[src/rtl/ptw_pkg.sv]
package ptw_pkg;
    typedef enum logic [2:0] {
        FLT_NONE = 3'd0,
        FLT_ACV  = 3'd1,
        FLT_TNV  = 3'd2,
        FLT_FOR  = 3'd3,
        FLT_FOW  = 3'd4,
        FLT_FOE  = 3'd5
    } fault_e;

    typedef enum logic [1:0] {
        ST_IDLE = 2'd0,
        ST_REQ  = 2'd1,
        ST_WAIT = 2'd2
    } walk_st_e;

    // Entry bit positions.
    localparam int PTE_VALID = 0;
    localparam int PTE_FOR   = 1;
    localparam int PTE_FOE   = 3;
    localparam int PTE_KRD   = 8;
    localparam int PTE_KWR   = 12;

    localparam logic [2:0] PERM_ALL = 3'b111;
endpackage

[src/rtl/ptw_va_class.sv]
module ptw_va_class #(
    parameter int VA_BITS = 43
) (
    input  logic [63:0] va,
    output logic        canonical,
    output logic        superpage,
    output logic [63:0] sp_pa
);
    localparam int HI_W = 64 - VA_BITS;

    // Upper bits must all copy the sign bit.
    assign canonical = (va[63:VA_BITS] == {HI_W{va[63]}});
    // Negative address with window select 2'b10.
    assign superpage = va[63] && (va[42:41] == 2'b10);
    // Low 40 bits pass through, bit 40 relocates to bit 43.
    assign sp_pa     = {20'd0, va[40], 3'd0, va[39:0]};
endmodule

[src/rtl/ptw_pte_eval.sv]
module ptw_pte_eval
    import ptw_pkg::*;
#(
    parameter int PAGE_BITS = 13,
    parameter int MODE_W    = 2
) (
    input  logic [63:0]          pte,
    input  logic                 last_lvl,
    input  logic [2:0]           need,
    input  logic [MODE_W-1:0]    mode,
    input  logic [PAGE_BITS-1:0] page_off,
    output fault_e               fault,
    output logic [63:0]          next_base,
    output logic [63:0]          pa,
    output logic [2:0]           perm
);
    logic [5:0] rd_pos, wr_pos;
    logic       rd_en, wr_en;
    logic [2:0] grant, kept;

    assign rd_pos    = 6'(PTE_KRD) + 6'(mode);
    assign wr_pos    = 6'(PTE_KWR) + 6'(mode);
    assign rd_en     = pte[rd_pos];
    assign wr_en     = pte[wr_pos];
    assign next_base = {32'd0, pte[63:32]} << PAGE_BITS;
    assign pa        = next_base | {{(64-PAGE_BITS){1'b0}}, page_off};

    always_comb begin
        grant = {rd_en, wr_en, rd_en};            // {exec, write, read}
        kept  = grant & ~pte[PTE_FOE:PTE_FOR];    // fault-on bits strip rights
        perm  = kept;
        fault = FLT_NONE;
        if (!pte[PTE_VALID]) begin
            fault = FLT_TNV;
        end else if (!last_lvl) begin
            if (!pte[PTE_KRD]) fault = FLT_ACV;
        end else if ((need != 3'd0) && ((grant & need) == 3'd0)) begin
            fault = FLT_ACV;
        end else if ((need != 3'd0) && ((kept & need) == 3'd0)) begin
            fault = need[2] ? FLT_FOE : (need[1] ? FLT_FOW : FLT_FOR);
        end
    end
endmodule

[src/rtl/pt_walker.sv]
module pt_walker
    import ptw_pkg::*;
#(
    parameter int VA_BITS   = 43,
    parameter int PAGE_BITS = 13,
    parameter int IDX_BITS  = 10,
    parameter int LEVELS    = 3,
    parameter int MODE_W    = 2
) (
    input  logic              clk,
    input  logic              rst_n,
    input  logic              req_valid,
    output logic              req_ready,
    input  logic [63:0]       req_va,
    input  logic [2:0]        req_access,
    input  logic [MODE_W-1:0] req_mode,
    input  logic [63:0]       tbl_base,
    output logic              mem_req_valid,
    input  logic              mem_req_ready,
    output logic [63:0]       mem_req_addr,
    input  logic              mem_rsp_valid,
    input  logic [63:0]       mem_rsp_data,
    output logic              done,
    output logic [63:0]       done_pa,
    output logic [2:0]        done_perm,
    output logic [2:0]        done_fault
);
    localparam int          LVL_W    = $clog2(LEVELS);
    localparam logic [LVL_W-1:0] LAST = LVL_W'(LEVELS - 1);
    localparam logic [63:0] IDX_MASK = (64'd1 << IDX_BITS) - 64'd1;

    typedef struct packed {
        walk_st_e          st;
        logic [LVL_W-1:0]  lvl;
        logic [63:0]       va;
        logic [2:0]        need;
        logic [MODE_W-1:0] mode;
        logic [63:0]       addr;
        logic              done;
        logic [63:0]       pa;
        logic [2:0]        perm;
        fault_e            flt;
    } walk_t;

    walk_t w_d, w_q;

    // Byte offset of the entry for level lvl inside its table.
    function automatic logic [63:0] entry_off(input logic [63:0] va,
                                              input logic [LVL_W-1:0] lvl);
        logic [63:0] sh;
        sh = va >> (PAGE_BITS + IDX_BITS * (LEVELS - 1 - int'(lvl)));
        return (sh & IDX_MASK) << 3;
    endfunction

    logic        is_canon, is_super;
    logic [63:0] super_pa;

    ptw_va_class #(.VA_BITS(VA_BITS)) u_class (
        .va        (req_va),
        .canonical (is_canon),
        .superpage (is_super),
        .sp_pa     (super_pa)
    );

    fault_e      ev_fault;
    logic [63:0] ev_base, ev_pa;
    logic [2:0]  ev_perm;

    ptw_pte_eval #(.PAGE_BITS(PAGE_BITS), .MODE_W(MODE_W)) u_eval (
        .pte       (mem_rsp_data),
        .last_lvl  (w_q.lvl == LAST),
        .need      (w_q.need),
        .mode      (w_q.mode),
        .page_off  (w_q.va[PAGE_BITS-1:0]),
        .fault     (ev_fault),
        .next_base (ev_base),
        .pa        (ev_pa),
        .perm      (ev_perm)
    );

    always_comb begin
        w_d      = w_q;
        w_d.done = 1'b0;
        unique case (w_q.st)
            ST_IDLE: if (req_valid) begin
                w_d.va   = req_va;
                w_d.need = req_access;
                w_d.mode = req_mode;
                w_d.lvl  = '0;
                if (!is_canon || (is_super && req_mode != '0)) begin
                    w_d.done = 1'b1;
                    w_d.flt  = FLT_ACV;
                    w_d.pa   = '0;
                    w_d.perm = '0;
                end else if (is_super) begin
                    w_d.done = 1'b1;
                    w_d.flt  = FLT_NONE;
                    w_d.pa   = super_pa;
                    w_d.perm = PERM_ALL;
                end else begin
                    w_d.st   = ST_REQ;
                    w_d.addr = tbl_base + entry_off(req_va, '0);
                end
            end
            ST_REQ: if (mem_req_ready) w_d.st = ST_WAIT;
            ST_WAIT: if (mem_rsp_valid) begin
                if (ev_fault != FLT_NONE) begin
                    w_d.st   = ST_IDLE;
                    w_d.done = 1'b1;
                    w_d.flt  = ev_fault;
                    w_d.pa   = '0;
                    w_d.perm = '0;
                end else if (w_q.lvl == LAST) begin
                    w_d.st   = ST_IDLE;
                    w_d.done = 1'b1;
                    w_d.flt  = FLT_NONE;
                    w_d.pa   = ev_pa;
                    w_d.perm = ev_perm;
                end else begin
                    w_d.st   = ST_REQ;
                    w_d.lvl  = w_q.lvl + 1'b1;
                    w_d.addr = ev_base + entry_off(w_q.va, w_q.lvl + 1'b1);
                end
            end
            default: w_d.st = ST_IDLE;
        endcase
    end

    always_ff @(posedge clk or negedge rst_n) begin
        if (!rst_n) w_q <= '0;
        else        w_q <= w_d;
    end

    assign req_ready     = (w_q.st == ST_IDLE);
    assign mem_req_valid = (w_q.st == ST_REQ);
    assign mem_req_addr  = w_q.addr;
    assign done          = w_q.done;
    assign done_pa       = w_q.pa;
    assign done_perm     = w_q.perm;
    assign done_fault    = w_q.flt;

    a_r11_hold_addr: assert property (@(posedge clk) disable iff (!rst_n)
        (mem_req_valid && !mem_req_ready) |=> (mem_req_valid && $stable(mem_req_addr)))
        else $error("a_r11_hold_addr");

    a_r11_busy: assert property (@(posedge clk) disable iff (!rst_n)
        mem_req_valid |-> !req_ready)
        else $error("a_r11_busy");

    a_r2_noncanon: assert property (@(posedge clk) disable iff (!rst_n)
        (req_valid && req_ready && !is_canon) |=> (done && done_fault == 3'(FLT_ACV)))
        else $error("a_r2_noncanon");

    a_r10_clean_fault: assert property (@(posedge clk) disable iff (!rst_n)
        (done && done_fault != 3'd0) |-> (done_pa == 64'd0 && done_perm == 3'd0))
        else $error("a_r10_clean_fault");

    a_r10_code_range: assert property (@(posedge clk) disable iff (!rst_n)
        done |-> (done_fault <= 3'd5))
        else $error("a_r10_code_range");
endmodule

[config.mk]
export PLATFORM = sky130hd
export DESIGN_NAME = pt_walker
export DESIGN_NICKNAME = d
export VERILOG_FILES = /design/src/rtl/ptw_pkg.sv /design/src/rtl/ptw_va_class.sv /design/src/rtl/ptw_pte_eval.sv /design/src/rtl/pt_walker.sv
export SDC_FILE = /design/constraint.sdc
export NUM_CORES = 1
export LEC_CHECK = 0
export CORE_UTILIZATION = 50
export DETAILED_ROUTE_END_ITERATION = 7
export HOLD_SLACK_MARGIN = 0.03
export PLACE_DENSITY_LB_ADDON = 0.3
export SETUP_SLACK_MARGIN = 0.02
export SYNTH_ARGS = -nofsm -noshare
export SYNTH_HDL_FRONTEND = slang
export SYNTH_SLANG_ARGS = --single-unit
[constraint.sdc]
create_clock -name clk -period 4 [get_ports clk]
set_input_delay 0.4 -clock clk [delete_from_list [all_inputs] [get_ports clk]]
set_output_delay 0.4 -clock clk [all_outputs]
set_load 0.01 [all_outputs]
==> results of run 1 <==
## worst max-delay path: stages
cell	delay [ns]
clkdlybuf4s50_1	0.50
ha_1	0.21
inv_1	0.07
fa_1	0.41
and2b_1	0.24
o2111ai_1	0.35
a2111oi_4	0.45
o2111ai_1	0.39
o21a_1	0.31
o21ai_0	0.19
a21oi_1	0.09
## layout by cell type, fill, tap and decap left out, drive strengths merged, types with 28 or more instances in the layout
master,synthesis,layout
a21oi,35,35
a221o,29,29
clkdlybuf4s50,0,298
dfrtp,189,189
inv,21,29
mux4,70,70
nand2,300,300
nand3,28,28
nor2,119,119
o21ai,40,40
## cells by family after synthesis
family	count (synthesis)
XOR/XNOR	51
AO/OA/AOI/OAI	224
flip-flops	189
other	1
AND/OR/NAND/NOR	533
adder cells (fa/ha/maj)	15
buffers and inverters	237
multiplexers	83
## final cells by class
cell class / instances / area, sq um / area share
well taps: 324 / 405 / 0.0264
inverters: 22 / 82.6 / 0.00538
clock inverters: 14 / 126 / 0.00823
flip-flops and latches: 189 / 4730 / 0.308
multi-input cells: 925 / 6370 / 0.415
clock buffers: 17 / 425 / 0.0277
repair buffers: 320 / 3220 / 0.209
## power breakdown
| part | internal (mW) | switching [mW] |
|---|---|---|
| combinational | 1.90 | 1.77 |
| sequential | 2.55 | 0.695 |
| clock | 0.819 | 0.847 |
## synth_stat cells, types with 6 or more instances
library cell	count
nor2_1	118
a211oi_1	7
nor3_1	16
clkbuf_1	43
mux2i_1	13
o31ai_1	8
xor2_1	26
o21a_1	8
and4_1	7
mux4_2	70
a22oi_1	14
dfrtp_1	189
o211ai_1	12
xnor2_1	25
o21ai_0	37
a221o_1	29
buf_4	135
and3_1	12
nand2_1	300
nand4_1	18
and2_1	7
o2111ai_1	6
nor2b_1	6
a21oi_1	35
a221oi_1	24
nand3_1	28
ha_1	14
a22o_1	6
inv_1	20
buf_2	29
a31oi_1	8
## routing by layer
layer  GRT usage  share of wire  up-vias
met1       0.425           0.42     5311
met2       0.478           0.46      576
met3      0.0564          0.087       84
li1            -              -     4875
met5           0        0.00034        -
met4      0.0970          0.031        2
## path summary, 6_finish.rpt
kind / endpoint / cells after the start
min: w_q[196]$_DFFE_PN0P_ / 1
max in group asynchronous: mem_req_addr[50]$_DFFE_PN0P_ / 2
max reg2reg: mem_req_addr[12]$_DFFE_PN0P_ / 9
max: mem_req_addr[37]$_DFFE_PN0P_ / 11
min in group clk: done_pa[5]$_DFFE_PN0P_ / 2
min reg2reg: done_pa[5]$_DFFE_PN0P_ / 2
## flip-flops by register name, summed over array words and instances, names as in the netlist
signal / count
w_q: 73
done: 1
mem_req_addr: 64
done_perm: 3
done_pa: 45
done_fault: 3
==> impl_metrics.ini, run 1 <==
[sta]
hold_slack_ns = 0.139
timing.final.ws_setup_ns = 0.718
post-route-min-period_ns = 3.28
max_freq_ghz = 0.305
clock_skew_ns = 0.0119
worstMarginPinSlew_ns = 1.04
slew_violations = 0
period_share = 0.820
setup-tns-final_ns = 0
finalHoldViolCount = 0
slew_headroom = 0.308
rsz0062_at_grt = no
finalSetupViolations = 0

[floorplan]
dieArea_sq_um = 25600
row_count = 57
die_w_microns = 160
io_pins = 339
core-area_sq_um = 24400
die_h_microns = 160
start_util = 0.511

[global_route]
grt_antenna_before_repair = 1
grt-ovfl-total = 0
grt_max_degree = 129
grt_pass1_wl_microns = 59900
grt_pass1_vias = 10400
grt_util_all_layers = 0.304

[synth]
synthArstFlopShare = 1.00
synth-xor-area-share = 0.0358
synth_top_family_by_area = simple AND/OR/NAND/NOR gates
seq_area_frac_synth = 0.379
synthAdderAreaFrac = 0.0157
netlist_area_sq_um = 12500
synth_cells = 1333
synth_top_area_frac = 0.379
ys_types = 64
yosys-top-cells-area = dfrtp_1 38%, mux4_2 13%, nand2_1 9.0%
ys_warn_count = 0
ys.flop_type = dfrtp_1
synth_edf_count = 0
synth.ff_latch_count = 189
avgSynthCellArea_sq_um = 9.36
synth-compound-area-share = 0.133
synth_top_area_cell = dfrtp_1
synthMuxAreaShare = 0.137
post_synth_and_or_nand_nor_area_fraction = 0.183

[setup_path]
reg2reg_from = w_q[205]$_DFFE_PN0P_
cp_data_required_time_ns = 4.33
r2r_slack_ns = 0.79
critical_path_arrival_ns = 3.61
crit_type = in2reg
cp_max_fo = 7
critPathCaptureType = flop
crit_path_start = req_va[33]
start_kind = input port

[final_layout]
layout-area-overhead-vs-synth_pct = 23.2
n_antenna_cell = 0
drive_above_1_share = 0.0948
fin_util = 0.630
nFillCells = 2062
nets = 1692
fin_cells = 1811
stdcell_area_sq_um = 15400

[routing]
routed_via_density = 5.99
wl_per_cell_microns = 21.0
first_iter_violations = 1107
drc = 0
ant_nets = 0
drtPass1Iterations = 5
vias = 10800
routed_wl_microns = 38000

[clocking]
cts_buffer_depth = 2
root_buffer = clkbuf_16
ctsResizeCount = 0
htreeDepth = 4
cts_buffers = 17
cts_tree = done
clkSlewWorstSetupHoldPaths_ns = 0.08
postCtsHoldBufs = 0
clk_latency_ns = 0.44
cts.sinks = 189
cts_setup_buffers = 0

[placement]
place_inst = 1780
portBuffers = 299
place_ws_ns = 0.354
gp_congestion = 0.900
place_hpwl_microns = 28200
placed_cell_area_sq_um = 14800

[status]
status = complete, no violations

[pwr]
max-vdd-ir-drop_uv = 330
power_density_nw_per_um2 = 559
leakagePower_nw = 6.45
finalPower_mw = 8.58

[min_path]
hp-class = in2async

[job]
cap_violations = 0
No activity file was read; power rests on OpenSTA's default activity.
==> inputs of run 2 (changes only) <==
clock period = 3.4 ns   (was 4 ns; I/O delays follow)
==> run 2 against run 1 <==
Non-clock buffer count increased by 21. Sequential cell count unchanged. Register-to-register slack got worse by 0.39 ns. Clock power rose by 19%. Critical path type unchanged. First-iteration DRC count rose by 0.45%. Cell area up 1.4%.
==> impl_metrics.ini, run 2 (same netlist as run 1, synthesis figures left out) <==
[status]
status = complete, no violations

[routing]
first_iter_violations = 1112
routed_wl_microns = 38300
wl_per_cell_microns = 20.9
drc = 0
routed_via_density = 5.97
drtPass1Iterations = 7
vias = 11000
ant_nets = 0

[global_route]
grt_max_degree = 92
grt_util_all_layers = 0.301
grt_antenna_before_repair = 0
grt-ovfl-total = 0
grt_pass1_wl_microns = 59800
grt_pass1_vias = 10500

[placement]
portBuffers = 299
gp_congestion = 0.889
placed_cell_area_sq_um = 15000
place_hpwl_microns = 28600
place_inst = 1800
place_ws_ns = -0.0225

[sta]
post-route-min-period_ns = 3.08
slew_headroom = 0.302
timing.final.ws_setup_ns = 0.321
finalHoldViolCount = 0
clock_skew_ns = 0.0104
finalSetupViolations = 0
rsz0062_at_grt = no
slew_violations = 0
period_share = 0.906
worstMarginPinSlew_ns = 1.05
max_freq_ghz = 0.325

[final_layout]
n_antenna_cell = 0
stdcell_area_sq_um = 15600
final_cell_mix = 299 x nand2_1, 298 x clkdlybuf4s50_1, 188 x dfrtp_1, 118 x nor2_1, 70 x mux4_2
largest-register = w_q
layout-area-overhead-vs-synth_pct = 24.9
layout_commonest_cell = nand2_1
largest_reg_flops = 73
fin_cells = 1833
drive_above_1_share = 0.106
nets = 1713

[job]
cap_violations = 0

[floorplan]
row_count = 57
die_h_microns = 160
io_pins = 339
die_w_microns = 160
core-area_sq_um = 24400
start_util = 0.511
dieArea_sq_um = 25600

[setup_path]
cp_top_family = compound AO/OA/AOI/OAI gates
slowest_delay_ns = 0.55
start_kind = input port
cp_cell_sequence = clkdlybuf4s50_1 > ha_1 > inv_1 > fa_1 > and2b_1 > o2111ai_1 > a2111oi_4 > buf_4 > o211ai_1 > nor3_1 > xnor2_1 > o31ai_1
cp_max_fo = 5
cp_data_required_time_ns = 3.72
critical_path_arrival_ns = 3.40
critPathCaptureType = flop
critPathBufInv = 3
crit_type = in2reg
crit_slowest_cell = a2111oi_4
r2r_slack_ns = 0.40

[clocking]
cts.sinks = 189
root_buffer = clkbuf_16
cts_buffers = 17
cts_setup_buffers = 0
cts_tree = done
clkSlewWorstSetupHoldPaths_ns = 0.08
clk_latency_ns = 0.43
cts_buffer_depth = 2
htreeDepth = 4

[pwr]
leakagePower_nw = 6.57
finalPower_mw = 10.2
power_density_nw_per_um2 = 653
max-vdd-ir-drop_uv = 349

[min_path]
hp-class = in2reg
-- run 2: changes by cell type in the layout (fill, tap and decap cells not counted), moves of 2 or more --
cell | before | now
clkbuf_1 | 0 | 2
buf_12 | 5 | 8
inv_6 | 6 | 2
clkinvlp_4 | 1 | 4
buf_4 | 16 | 33
-- run 2: metal layers --
metal / track usage / part of all wire
met1: 0.429 / 0.43
met2: 0.465 / 0.46
met3: 0.0501 / 0.078
met4: 0.103 / 0.028
met5: 0 / 0
-- run 2: final timing paths --
kind / startpoint / endpoint / cells past startpoint
max in group asynchronous: rst_n / done_pa[3]$_DFFE_PN0P_ / 3
setup / recovery: req_va[33] / mem_req_addr[47]$_DFFE_PN0P_ / 12
setup reg to reg: w_q[205]$_DFFE_PN0P_ / mem_req_addr[12]$_DFFE_PN0P_ / 9
hold reg to reg: done_pa[11]$_DFFE_PN0P_ / done_pa[11]$_DFFE_PN0P_ / 2
hold / removal: req_access[1] / w_q[138]$_DFFE_PN0P_ / 3
min in group asynchronous: rst_n / w_q[196]$_DFFE_PN0P_ / 2
-- run 2: area by class of cell --
cell class	count	area, sq um
inverters	22	82.6
fillers	2039	8820
clock buffers	19	433
repair buffers	341	3410
multi-input cells	925	6370
clock inverters	13	134
well taps	324	405
flip-flops and latches	189	4730
-- run 2: where the power goes --
part	internal (mW)	switching, mW
combinational	2.27	2.10
clock	1.03	0.947
sequential	3.00	0.815
total	6.31	3.86
-- run 2: through the flow --
stage / util / setup TNS, ns / hold WS (ns)
6_report: 0.638 / 0 / 0.439
5_1_grt: 0.638 / 0 / 0.430
4_1_cts: 0.638 / 0 / 0.429
3_5_place_dp: 0.615 / -0.0225 / 0.455
3_3_place_gp: 0.615 / -0.00223 / 0.449
2_1_floorplan: - / 0 / 0.0444
-- run 2: what timing repair did --
action | 4_1_cts | 5_1_grt
gates resized for setup | 0 | 0
endpoints found under the hold margin | 48 | 0
hold buffers | 1 | 0
-- run 2: tightest hold or removal path: stages --
cell,delay (ns)
clkdlybuf4s50_1,0.39
nand2_1,0.06
nand2_1,0.04
==> inputs of run 3 (changes only) <==
CELL_PAD_IN_SITES_DETAIL_PLACEMENT = 1   (was not set)
CELL_PAD_IN_SITES_GLOBAL_PLACEMENT = 1   (was not set)
CORE_UTILIZATION = 37   (was 50)
GPL_TIMING_DRIVEN = 0   (was not set)
SLEW_MARGIN = 10   (was not set)
==> run 3 against run 2 <==
Fmax fell by 5.8%. Non-clock buffer count rose by 179. Sequential cell count did not move. Setup slack got worse by 0.19 ns. Clock skew rose by 0.0029 ns. Total power rose by 10%. Final cell count rose by 16%. Sequential power rose by 1%.
==> impl_metrics.ini, run 3 (same netlist as run 1, synthesis figures left out) <==
[status]
status = complete, no violations

[sta]
finalHoldViolCount = 0
worstMarginPinSlew_ns = 0.990
finalSetupViolations = 0
max_freq_ghz = 0.306
post-route-min-period_ns = 3.27
period_share = 0.961
slew_headroom = 0.340
setup-tns-final_ns = 0
rsz0062_at_grt = no
clock_skew_ns = 0.0133
hold_slack_ns = 0.378
slew_violations = 0

[floorplan]
die_w_microns = 186
start_util = 0.379
core-area_sq_um = 32900
die_h_microns = 186
dieArea_sq_um = 34400
row_count = 66
io_pins = 339

[setup_path]
reg2reg_to = mem_req_addr[12]$_DFFE_PN0P_
critical_path_arrival_ns = 3.65
start_kind = input port
cp_data_required_time_ns = 3.78
crit_type = in2reg
reg2reg_from = w_q[204]$_DFFE_PN0P_
r2r_slack_ns = 0.15
cp_max_fo = 10
critPathCaptureType = flop
reg2reg_depth = 13

[routing]
drtPass1Iterations = 5
routed_wl_microns = 50700
drc = 0
ant_nets = 0
first_iter_violations = 968
routed_via_density = 5.60
vias = 11900
wl_per_cell_microns = 23.8

[placement]
gp_congestion = 0.908
place_hpwl_microns = 39800
portBuffers = 299
placed_cell_area_sq_um = 16100

[clocking]
cts_tree = done
root_buffer = clkbuf_16
clk_latency_ns = 0.45
clkSlewWorstSetupHoldPaths_ns = 0.08
cts_buffers = 17
cts_buffer_depth = 2
htreeDepth = 4
cts.sinks = 189

[pwr]
finalPower_mw = 11.2
max-vdd-ir-drop_uv = 399
power_density_nw_per_um2 = 663
leakagePower_nw = 7.34

[final_layout]
stdcell_area_sq_um = 16900
nets = 1892
drive_above_1_share = 0.174
layout_commonest_cell = nand2_1
final_cell_mix = 300 x nand2_1, 298 x clkdlybuf4s50_1, 188 x dfrtp_1, 139 x buf_4, 118 x nor2_1
largest-register = w_q
largest_reg_flops = 73
nFillCells = 3786
layout-area-overhead-vs-synth_pct = 35.4

[global_route]
grt_max_degree = 81
grt_antenna_before_repair = 5
grt-ovfl-total = 0
grt_pass1_wl_microns = 75600
grt_pass1_vias = 12300
grt_util_all_layers = 0.299

[min_path]
hp-class = in2async

[job]
cap_violations = 0
[run 3: cell count changes in the layout (fill, tap and decap cells not counted), moves of 3 or more]
cell	change
buf_4	+106
clkbuf_1	+39
buf_2	+21
buf_6	+10
buf_12	-8
buf_1	+4
buf_8	+3
clkinvlp_4	-3
diode_2	+3
[run 3: final cells by class]
type / count / area, sq um / share of cell area
multi-input cells: 925 / 6380 / 0.378
flip-flops and latches: 189 / 4730 / 0.280
repair buffers: 306 / 3090 / 0.183
plain buffers: 214 / 1440 / 0.0850
well taps: 442 / 553 / 0.0327
clock buffers: 19 / 453 / 0.0268
clock inverters: 13 / 148 / 0.00874
inverters: 22 / 82.6 / 0.00489
diodes: 3 / 7.51 / 0.000445
[run 3: per-stage QoR]
step	util	std cells	setup slack (ns)
after floorplan	-	1351	0.0338
after global placement	0.489	2092	-6.19
after detailed placement	0.491	2094	-0.935
after CTS	0.512	2129	0.0375
after global routing	0.514	2133	0.0196
final	0.514	2133	0.132
[run 3: per-layer routing]
layer / up-vias / track usage / part of all wire
met1: 6044 / 0.408 / 0.43
met3: 84 / 0.0530 / 0.073
met2: 537 / 0.473 / 0.46
met5: - / 0 / 0.00049
li1: 5271 / - / -
met4: 4 / 0.110 / 0.034
[run 3: critical path, cell delays in order]
cell and delay, ns:
clkdlybuf4s50_1 0.61, or4_1 0.60, mux2i_1 0.21, o221ai_1 0.39
nand2b_4 0.31, a22oi_2 0.58, buf_2 0.39, a221o_1 0.21
[run 3: worst max path at each step]
| stage | from | to | cells after the start |
|---|---|---|---|
| 5_1_grt | w_q[204]$_DFFE_PN0P_ | mem_req_addr[12]$_DFFE_PN0P_ | 13 |
| 2_1_floorplan | w_q[204]$_DFFE_PN0P_ | mem_req_addr[5]$_DFFE_PN0P_ | 12 |
| 3_3_place_gp | rst_n | done_pa[37]$_DFFE_PN0P_ | 1 |
| 3_5_place_dp | w_q[204]$_DFFE_PN0P_ | mem_req_addr[7]$_DFFE_PN0P_ | 12 |
| 6_report | req_va[63] | done_pa[26]$_DFFE_PN0P_ | 8 |
| 4_1_cts | w_q[204]$_DFFE_PN0P_ | mem_req_addr[8]$_DFFE_PN0P_ | 13 |
[run 3: where the power goes]
part	switching, mW	total (mW)	internal (mW)
clock network	1.04	2.12	1.09
registers	0.860	3.86	3.00
logic	2.52	5.22	2.70
total	4.41	11.2	6.79
[run 3: timing repair]
action / in CTS / in global routing
pin swaps: 1 / 2
endpoints found under the hold margin: 47 / 0
gates cloned: 0 / 0
gates resized for setup: 19 / 9
endpoints found under the setup margin: 68 / 38
hold buffers: 1 / 0
setup buffers: 3 / 1
